`src/rtl/dru_pkg.sv`:
```
package dru_pkg;

    typedef enum logic [1:0] {
        RM_NEAR = 2'b00,
        RM_ZERO = 2'b01,
        RM_POS  = 2'b10,
        RM_NEG  = 2'b11
    } rmode_e;

    // Bits the rounding decision depends on
    typedef struct packed {
        logic guard;
        logic rnd;
        logic sticky;
        logic lsb;
        logic sign;
    } rbits_t;

    // Outcome of the decision stage
    typedef struct packed {
        logic inexact;
        logic bump;
    } rdec_t;

    // Map a raw code to a mode; codes outside the set fall back to nearest
    function automatic rmode_e to_mode(input logic [1:0] code);
        rmode_e m;
        case (code)
            2'b01:   m = RM_ZERO;
            2'b10:   m = RM_POS;
            2'b11:   m = RM_NEG;
            default: m = RM_NEAR;
        endcase
        return m;
    endfunction

    function automatic logic tail_nonzero(input rbits_t b);
        return b.guard | b.rnd | b.sticky;
    endfunction

    // Nearest-even: above half, or exactly half with an odd LSB
    function automatic logic near_even_bump(input rbits_t b);
        return b.guard & (b.rnd | b.sticky | b.lsb);
    endfunction

endpackage

```
`src/rtl/dru_split.sv`:
```
module dru_split
    import dru_pkg::*;
#(
    parameter int MANT_W = 24
) (
    input  logic              sign_i,
    input  logic [MANT_W+1:0] mant_i,
    input  logic              sticky_i,
    output logic [MANT_W-1:0] trunc_o,
    output rbits_t            bits_o
);
    localparam int EXTRA = 2;

    always_comb begin
        trunc_o       = mant_i[MANT_W+EXTRA-1:EXTRA];
        bits_o.guard  = mant_i[1];
        bits_o.rnd    = mant_i[0];
        bits_o.sticky = sticky_i;
        bits_o.lsb    = mant_i[EXTRA];
        bits_o.sign   = sign_i;
    end
endmodule

```
`src/rtl/dru_decide.sv`:
```
module dru_decide
    import dru_pkg::*;
(
    input  rbits_t     bits_i,
    input  logic [1:0] code_i,
    output rdec_t      dec_o
);
    rmode_e mode;

    always_comb begin
        mode        = to_mode(code_i);
        dec_o.inexact = tail_nonzero(bits_i);
        dec_o.bump    = 1'b0;
        if (dec_o.inexact) begin
            unique case (mode)
                RM_NEAR: dec_o.bump = near_even_bump(bits_i);
                RM_ZERO: dec_o.bump = 1'b0;
                RM_POS:  dec_o.bump = ~bits_i.sign;
                RM_NEG:  dec_o.bump = bits_i.sign;
            endcase
        end
    end
endmodule

```
`src/rtl/dru_incr.sv`:
```
module dru_incr #(
    parameter int MANT_W = 24
) (
    input  logic [MANT_W-1:0] val_i,
    input  logic              bump_i,
    output logic [MANT_W-1:0] sum_o,
    output logic              carry_o
);
    localparam int SUM_W = MANT_W + 1;

    logic [SUM_W-1:0] wide;

    always_comb begin
        wide    = {1'b0, val_i} + {{MANT_W{1'b0}}, bump_i};
        sum_o   = wide[MANT_W-1:0];
        carry_o = wide[SUM_W-1];
    end
endmodule

```
`src/rtl/dru_round_unit.sv`:
```
module dru_round_unit
    import dru_pkg::*;
#(
    parameter int MANT_W = 24
) (
    input  logic              op_sign,
    input  logic [MANT_W+1:0] op_mant,
    input  logic              op_sticky,
    input  logic [1:0]        rnd_mode,
    output logic [MANT_W-1:0] rnd_mant,
    output logic              rnd_carry,
    output logic              rnd_up,
    output logic              flag_inexact,
    output logic              flag_frac_inexact,
    output logic              flag_frac_rnd
);
    logic [MANT_W-1:0] trunc;
    rbits_t            bits;
    rdec_t             dec;

    dru_split #(.MANT_W(MANT_W)) u_split (
        .sign_i   (op_sign),
        .mant_i   (op_mant),
        .sticky_i (op_sticky),
        .trunc_o  (trunc),
        .bits_o   (bits)
    );

    dru_decide u_decide (
        .bits_i (bits),
        .code_i (rnd_mode),
        .dec_o  (dec)
    );

    dru_incr #(.MANT_W(MANT_W)) u_incr (
        .val_i   (trunc),
        .bump_i  (dec.bump),
        .sum_o   (rnd_mant),
        .carry_o (rnd_carry)
    );

    always_comb begin
        rnd_up            = dec.bump;
        flag_frac_rnd     = dec.bump;
        flag_inexact      = dec.inexact;
        flag_frac_inexact = dec.inexact;
    end

    always_comb begin
        if (!(op_mant[1] | op_mant[0] | op_sticky))
            AST_EXACT_QUIET: assert (!rnd_up && !flag_inexact && !rnd_carry);
        if (rnd_mode == 2'b01)
            AST_TOWARD_ZERO_HOLDS: assert (!rnd_up && rnd_mant == op_mant[MANT_W+1:2]);
        if (rnd_mode == 2'b10 && op_sign)
            AST_POS_NEG_SIGN_HOLDS: assert (!rnd_up);
        if (rnd_mode == 2'b11 && !op_sign)
            AST_NEG_POS_SIGN_HOLDS: assert (!rnd_up);
        if (rnd_up)
            AST_UP_NEEDS_INEXACT: assert (flag_inexact && flag_frac_inexact);
        if (rnd_carry)
            AST_CARRY_WRAPS_ZERO: assert (rnd_up && rnd_mant == '0 && &op_mant[MANT_W+1:2]);
    end
endmodule

```
`config.mk`:
```
export PLATFORM = sky130hd
export DESIGN_NAME = dru_round_unit
export DESIGN_NICKNAME = d
export VERILOG_FILES = /design/src/rtl/dru_pkg.sv /design/src/rtl/dru_split.sv /design/src/rtl/dru_decide.sv /design/src/rtl/dru_incr.sv /design/src/rtl/dru_round_unit.sv
export SDC_FILE = /design/constraint.sdc
export NUM_CORES = 1
export LEC_CHECK = 0
export BUFFER_PORTS_ARGS = -buffer_cell sky130_fd_sc_hd__clkbuf_2
export CAP_MARGIN = 40
export CORE_UTILIZATION = 25
export DETAILED_ROUTE_END_ITERATION = 8
export PLACE_DENSITY = 0.63
export SYNTH_ARGS = -nofsm -noshare
export SYNTH_HDL_FRONTEND = slang
export SYNTH_SLANG_ARGS = --single-unit
```
`constraint.sdc`:
```
create_clock -name vclk -period 4.84
set_input_delay 0.484 -clock vclk [all_inputs]
set_output_delay 0.484 -clock vclk [all_outputs]
set_load 0.02 [all_outputs]
```
==> report_table.html <==
<table>
<tr><th>Metric</th><th>Value</th></tr>
<tr><th colspan="2">Run</th></tr>
<tr><td>Count of max-cap constraint violations</td><td>0</td></tr>
<tr><th colspan="2">Layout</th></tr>
<tr><td>Inserted Diodes</td><td>0</td></tr>
<tr><td>Fraction of layout instances using a drive strength above 1</td><td>approximately half</td></tr>
<tr><td>Layout overhead on the synthesized area</td><td>59.3%</td></tr>
<tr><td>Seq. cell area</td><td>0 sq um</td></tr>
<tr><td>Layout sequential cell count</td><td>0</td></tr>
<tr><td>Utilization after layout</td><td>between 40% and 50%</td></tr>
<tr><td>Layout clock buffers</td><td>0</td></tr>
<tr><td>Area of the multi-input gates</td><td>around 510 sq um</td></tr>
<tr><td>Number of nets at the end of the flow</td><td>roughly 160</td></tr>
<tr><td>Fill count</td><td>between 200 and 250</td></tr>
<tr><td>Layout Cells excl Fill</td><td>approximately 160</td></tr>
<tr><th colspan="2">Pwr</th></tr>
<tr><td>P_leak</td><td>roughly 0.00043 uW</td></tr>
<tr><td>P_int</td><td>between 20 and 30 uW</td></tr>
<tr><td>Total power after layout</td><td>about 75 uW</td></tr>
<tr><td>Power share of the combinational group</td><td>between 90% and 100%</td></tr>
<tr><td>Clock share of power</td><td>0%</td></tr>
<tr><td>Worst vdd rail ir drop</td><td>0.0000436 V</td></tr>
<tr><td>Power density over the cells</td><td>about 89 nW/um^2</td></tr>
<tr><td>Switching portion of total power</td><td>between 60 and 70%</td></tr>
<tr><td>Portion of total power attributed to sequential cells</td><td>0%</td></tr>
<tr><td>Switching pwr</td><td>between 40 and 50 uW</td></tr>
<tr><th colspan="2">STA</th></tr>
<tr><td>Pin slew with the least headroom to its limit</td><td>about 0.32 ns</td></tr>
<tr><td>Achievable frequency</td><td>approximately 0.34 GHz</td></tr>
<tr><td>Worst relative slew slack</td><td>78.6%</td></tr>
<tr><td>Unrepaired setup endpoints after global routing</td><td>no</td></tr>
<tr><td>Setup total negative slack</td><td>0 ns</td></tr>
<tr><td>Number of endpoints with negative hold slack in the final report</td><td>0</td></tr>
<tr><td>Time the final worst path needs with I/O delays and setup</td><td>2.93 ns</td></tr>
<tr><td>Setup violators final</td><td>0</td></tr>
<tr><td>Final period utilization</td><td>60.6%</td></tr>
<tr><td>Max Transition Viols Final</td><td>0</td></tr>
<tr><th colspan="2">Route</th></tr>
<tr><td>Drc violations</td><td>0</td></tr>
<tr><td>Routed vias</td><td>between 700 and 800</td></tr>
<tr><td>Post-route ant nets</td><td>0</td></tr>
<tr><td>Total wire length</td><td>approximately 1600 microns</td></tr>
<tr><td>Count of routing violations after the opening detailed-route iteration</td><td>13</td></tr>
<tr><td>Routed wire per std cell</td><td>around 10 microns</td></tr>
<tr><td>Per-cell via count in the routed design</td><td>roughly 4.7</td></tr>
<tr><td>Count of TritonRoute iterations in the first routing pass</td><td>4</td></tr>
<tr><th colspan="2">Floorplanning</th></tr>
<tr><td>Core Footprint</td><td>roughly 2000 sq um</td></tr>
<tr><td>Placement row count</td><td>16</td></tr>
<tr><td>Initial Util</td><td>26.7%</td></tr>
<tr><td>Area of the die</td><td>roughly 2300 sq um</td></tr>
<tr><td>Die Span Y</td><td>slightly below 50 microns</td></tr>
<tr><td>Count of pins on the block boundary</td><td>just under 60</td></tr>
<tr><td>X dimension of the die</td><td>roughly 48 microns</td></tr>
<tr><th colspan="2">Logic synthesis</th></tr>
<tr><td>Post-synth cell types</td><td>19</td></tr>
<tr><td>Register area share after synthesis</td><td>0%</td></tr>
<tr><td>Share of the synthesized area in the top cell type</td><td>24.8%</td></tr>
<tr><td>Cell area after synthesis</td><td>529 sq um</td></tr>
<tr><td>Avg Cell Area, Syn</td><td>7.35 sq um</td></tr>
<tr><td>Post-synthesis net count</td><td>about 100</td></tr>
<tr><td>Synth warn</td><td>0</td></tr>
<tr><td>Cell type with the largest total area after synthesis</td><td>sky130_fd_sc_hd__xnor2_1</td></tr>
<tr><td>Largest cells by area after synthesis</td><td>sky130_fd_sc_hd__xnor2_1, sky130_fd_sc_hd__xor2_1, sky130_fd_sc_hd__nand3_1, sky130_fd_sc_hd__nand4_1, sky130_fd_sc_hd__nor4_4</td></tr>
<tr><td>Synthesized instance count</td><td>72</td></tr>
<tr><th colspan="2">Clock network</th></tr>
<tr><td>Count of buffers added by post-CTS timing repair for setup</td><td>0</td></tr>
<tr><td>Total of hold buffers inserted after clock tree synthesis</td><td>0</td></tr>
<tr><td>CTS resizes</td><td>0</td></tr>
<tr><th colspan="2">Worst setup path</th></tr>
<tr><td>Type of element launching the critical path</td><td>primary input</td></tr>
<tr><td>Crit. End Element</td><td>output port</td></tr>
<tr><td>Biggest fanout along the worst timing path</td><td>5</td></tr>
<tr><td>WS Path Type</td><td>in -&gt; out</td></tr>
<tr><td>Critical Path RT</td><td>~4.4 ns</td></tr>
<tr><td>Stage delay of the slowest cell on the critical path</td><td>between 0.3 and 0.4 ns</td></tr>
<tr><td>Data arrival time at the worst-slack endpoint</td><td>~2.5 ns</td></tr>
<tr><td>Ordered list of cells on the worst path</td><td>clkbuf_2, nand2_1, xor2_1, o211a_1, ha_1, ha_1, nand4_1, nor3_2, nand3_1, xnor2_1, clkbuf_2</td></tr>
<tr><td>Crit-path slowest cell</td><td>sky130_fd_sc_hd__nor3_2</td></tr>
<tr><th colspan="2">Place</th></tr>
<tr><td>Number of cells after detailed placement</td><td>about 160</td></tr>
<tr><td>Port-buffer cells</td><td>between 50 and 60</td></tr>
<tr><td>HPWL after detailed placement</td><td>approximately 1400 microns</td></tr>
<tr><td>Placer congestion estimate</td><td>roughly 0.75</td></tr>
<tr><th colspan="2">Global route</th></tr>
<tr><td>Total gr overflow</td><td>0</td></tr>
<tr><td>Initial antenna violation count</td><td>0</td></tr>
<tr><td>Met3 routing resource usage after global routing</td><td>less than 1%</td></tr>
<tr><td>Fraction of met2 tracks used by global routing</td><td>24.9%</td></tr>
<tr><td>GR Layer Usage met1</td><td>12.5%</td></tr>
<tr><td>Pin count of the biggest net entering global routing</td><td>7</td></tr>
<tr><td>Total routing resource utilization after global routing</td><td>~12%</td></tr>
<tr><td>Number of global-route vias before repair</td><td>575</td></tr>
<tr><td>Global-route layer with the greatest usage</td><td>met2</td></tr>
<tr><td>First-pass GRT wire length</td><td>just over 2000 microns</td></tr>
<tr><th colspan="2">Worst hold path</th></tr>
<tr><td>Class of the worst hold path</td><td>in -&gt; out</td></tr>
<tr><th colspan="2">Status</th></tr>
<tr><td>Run status</td><td>complete, no violations</td></tr>
</table>
==> power groups by stage <==
stage,Clock (uW),Combinational [uW],Sequential (uW)
2_1_floorplan,0,42.1,0
3_3_place_gp,0,74.6,0
3_5_place_dp,0,75.4,0
4_1_cts,0,75.7,0
5_1_grt,0,81.1,0
6_report,0,74.9,0
==> stage by stage <==
step,hold WS [ns],setup WS [ns],area [sq um]
finish,1.28,1.91,843
global route,1.29,1.64,843
CTS,1.28,1.87,843
detailed placement,1.28,1.87,843
global placement,1.27,2.00,843
floorplan,1.10,1.92,529
==> layout by cell type (no fill, tap or decap), drive strengths merged, types with 3 or more instances in the layout <==
cell type	instances
and3	3
nor2	6
nand4	7
nand2	8
xor2	8
nor3	3
xnor2	15
nand3	10
clkbuf	59
==> path summary, 6_finish.rpt <==
| check | from | endpoint | slack, ns | cells after the start |
|---|---|---|---|---|
| min | op_mant[25] | rnd_mant[23] | 1.28 | 3 |
| max | op_sign | rnd_mant[14] | 1.91 | 11 |
==> critical path: cells and delay by family <==
family / cells / cell delay, ns
simple gates: 4 / 0.79
fa+ha+maj: 2 / 0.41
xor+xnor: 2 / 0.30
buf+inv: 2 / 0.27
compound gates: 1 / 0.20
==> area by class of cell <==
class                           count  area share, %
Inverter                            1          0.445
Multi-Input combinational cell     69           60.5
Tap cell                           27           4.01
Timing Repair Buffer               59           35.0
==> per-layer routing <==
layer / wire [microns] / up-vias / part of all wire (%)
li1: - / 373 / -
met1: 602 / 331 / 38
met2: 869 / 30 / 56
met3: 93 / 0 / 5.9
met4: 0 / 0 / 0
met5: 0 / - / 0
==> kinds of logic (layout without fill, tap and decap cells) <==
kind of cell / count (synthesis) / in the layout / synth area share [%]
compound gates: 2 / 2 / 3.55
buf+inv: 3 / 60 / 3.54
fa+ha+maj: 2 / 2 / 4.73
xor+xnor: 23 / 23 / 38.1
simple gates: 42 / 42 / 50.1
==> synth_stat cells <==
master and instances:
sky130_fd_sc_hd__nor2_1 6, sky130_fd_sc_hd__buf_4 2, sky130_fd_sc_hd__o31a_1 1, sky130_fd_sc_hd__xor2_1 8
sky130_fd_sc_hd__ha_1 2, sky130_fd_sc_hd__nand4_1 7, sky130_fd_sc_hd__nand3_4 1, sky130_fd_sc_hd__and4_2 1
sky130_fd_sc_hd__inv_1 1, sky130_fd_sc_hd__and4_1 1, sky130_fd_sc_hd__nor3_2 1, sky130_fd_sc_hd__xnor2_1 15
sky130_fd_sc_hd__o211a_1 1, sky130_fd_sc_hd__nand3_1 9, sky130_fd_sc_hd__nand2_1 8, sky130_fd_sc_hd__nor4_4 2
sky130_fd_sc_hd__and3_1 3, sky130_fd_sc_hd__nor3_1 2, sky130_fd_sc_hd__or3_1 1
(Power assumes the default switching activity.)
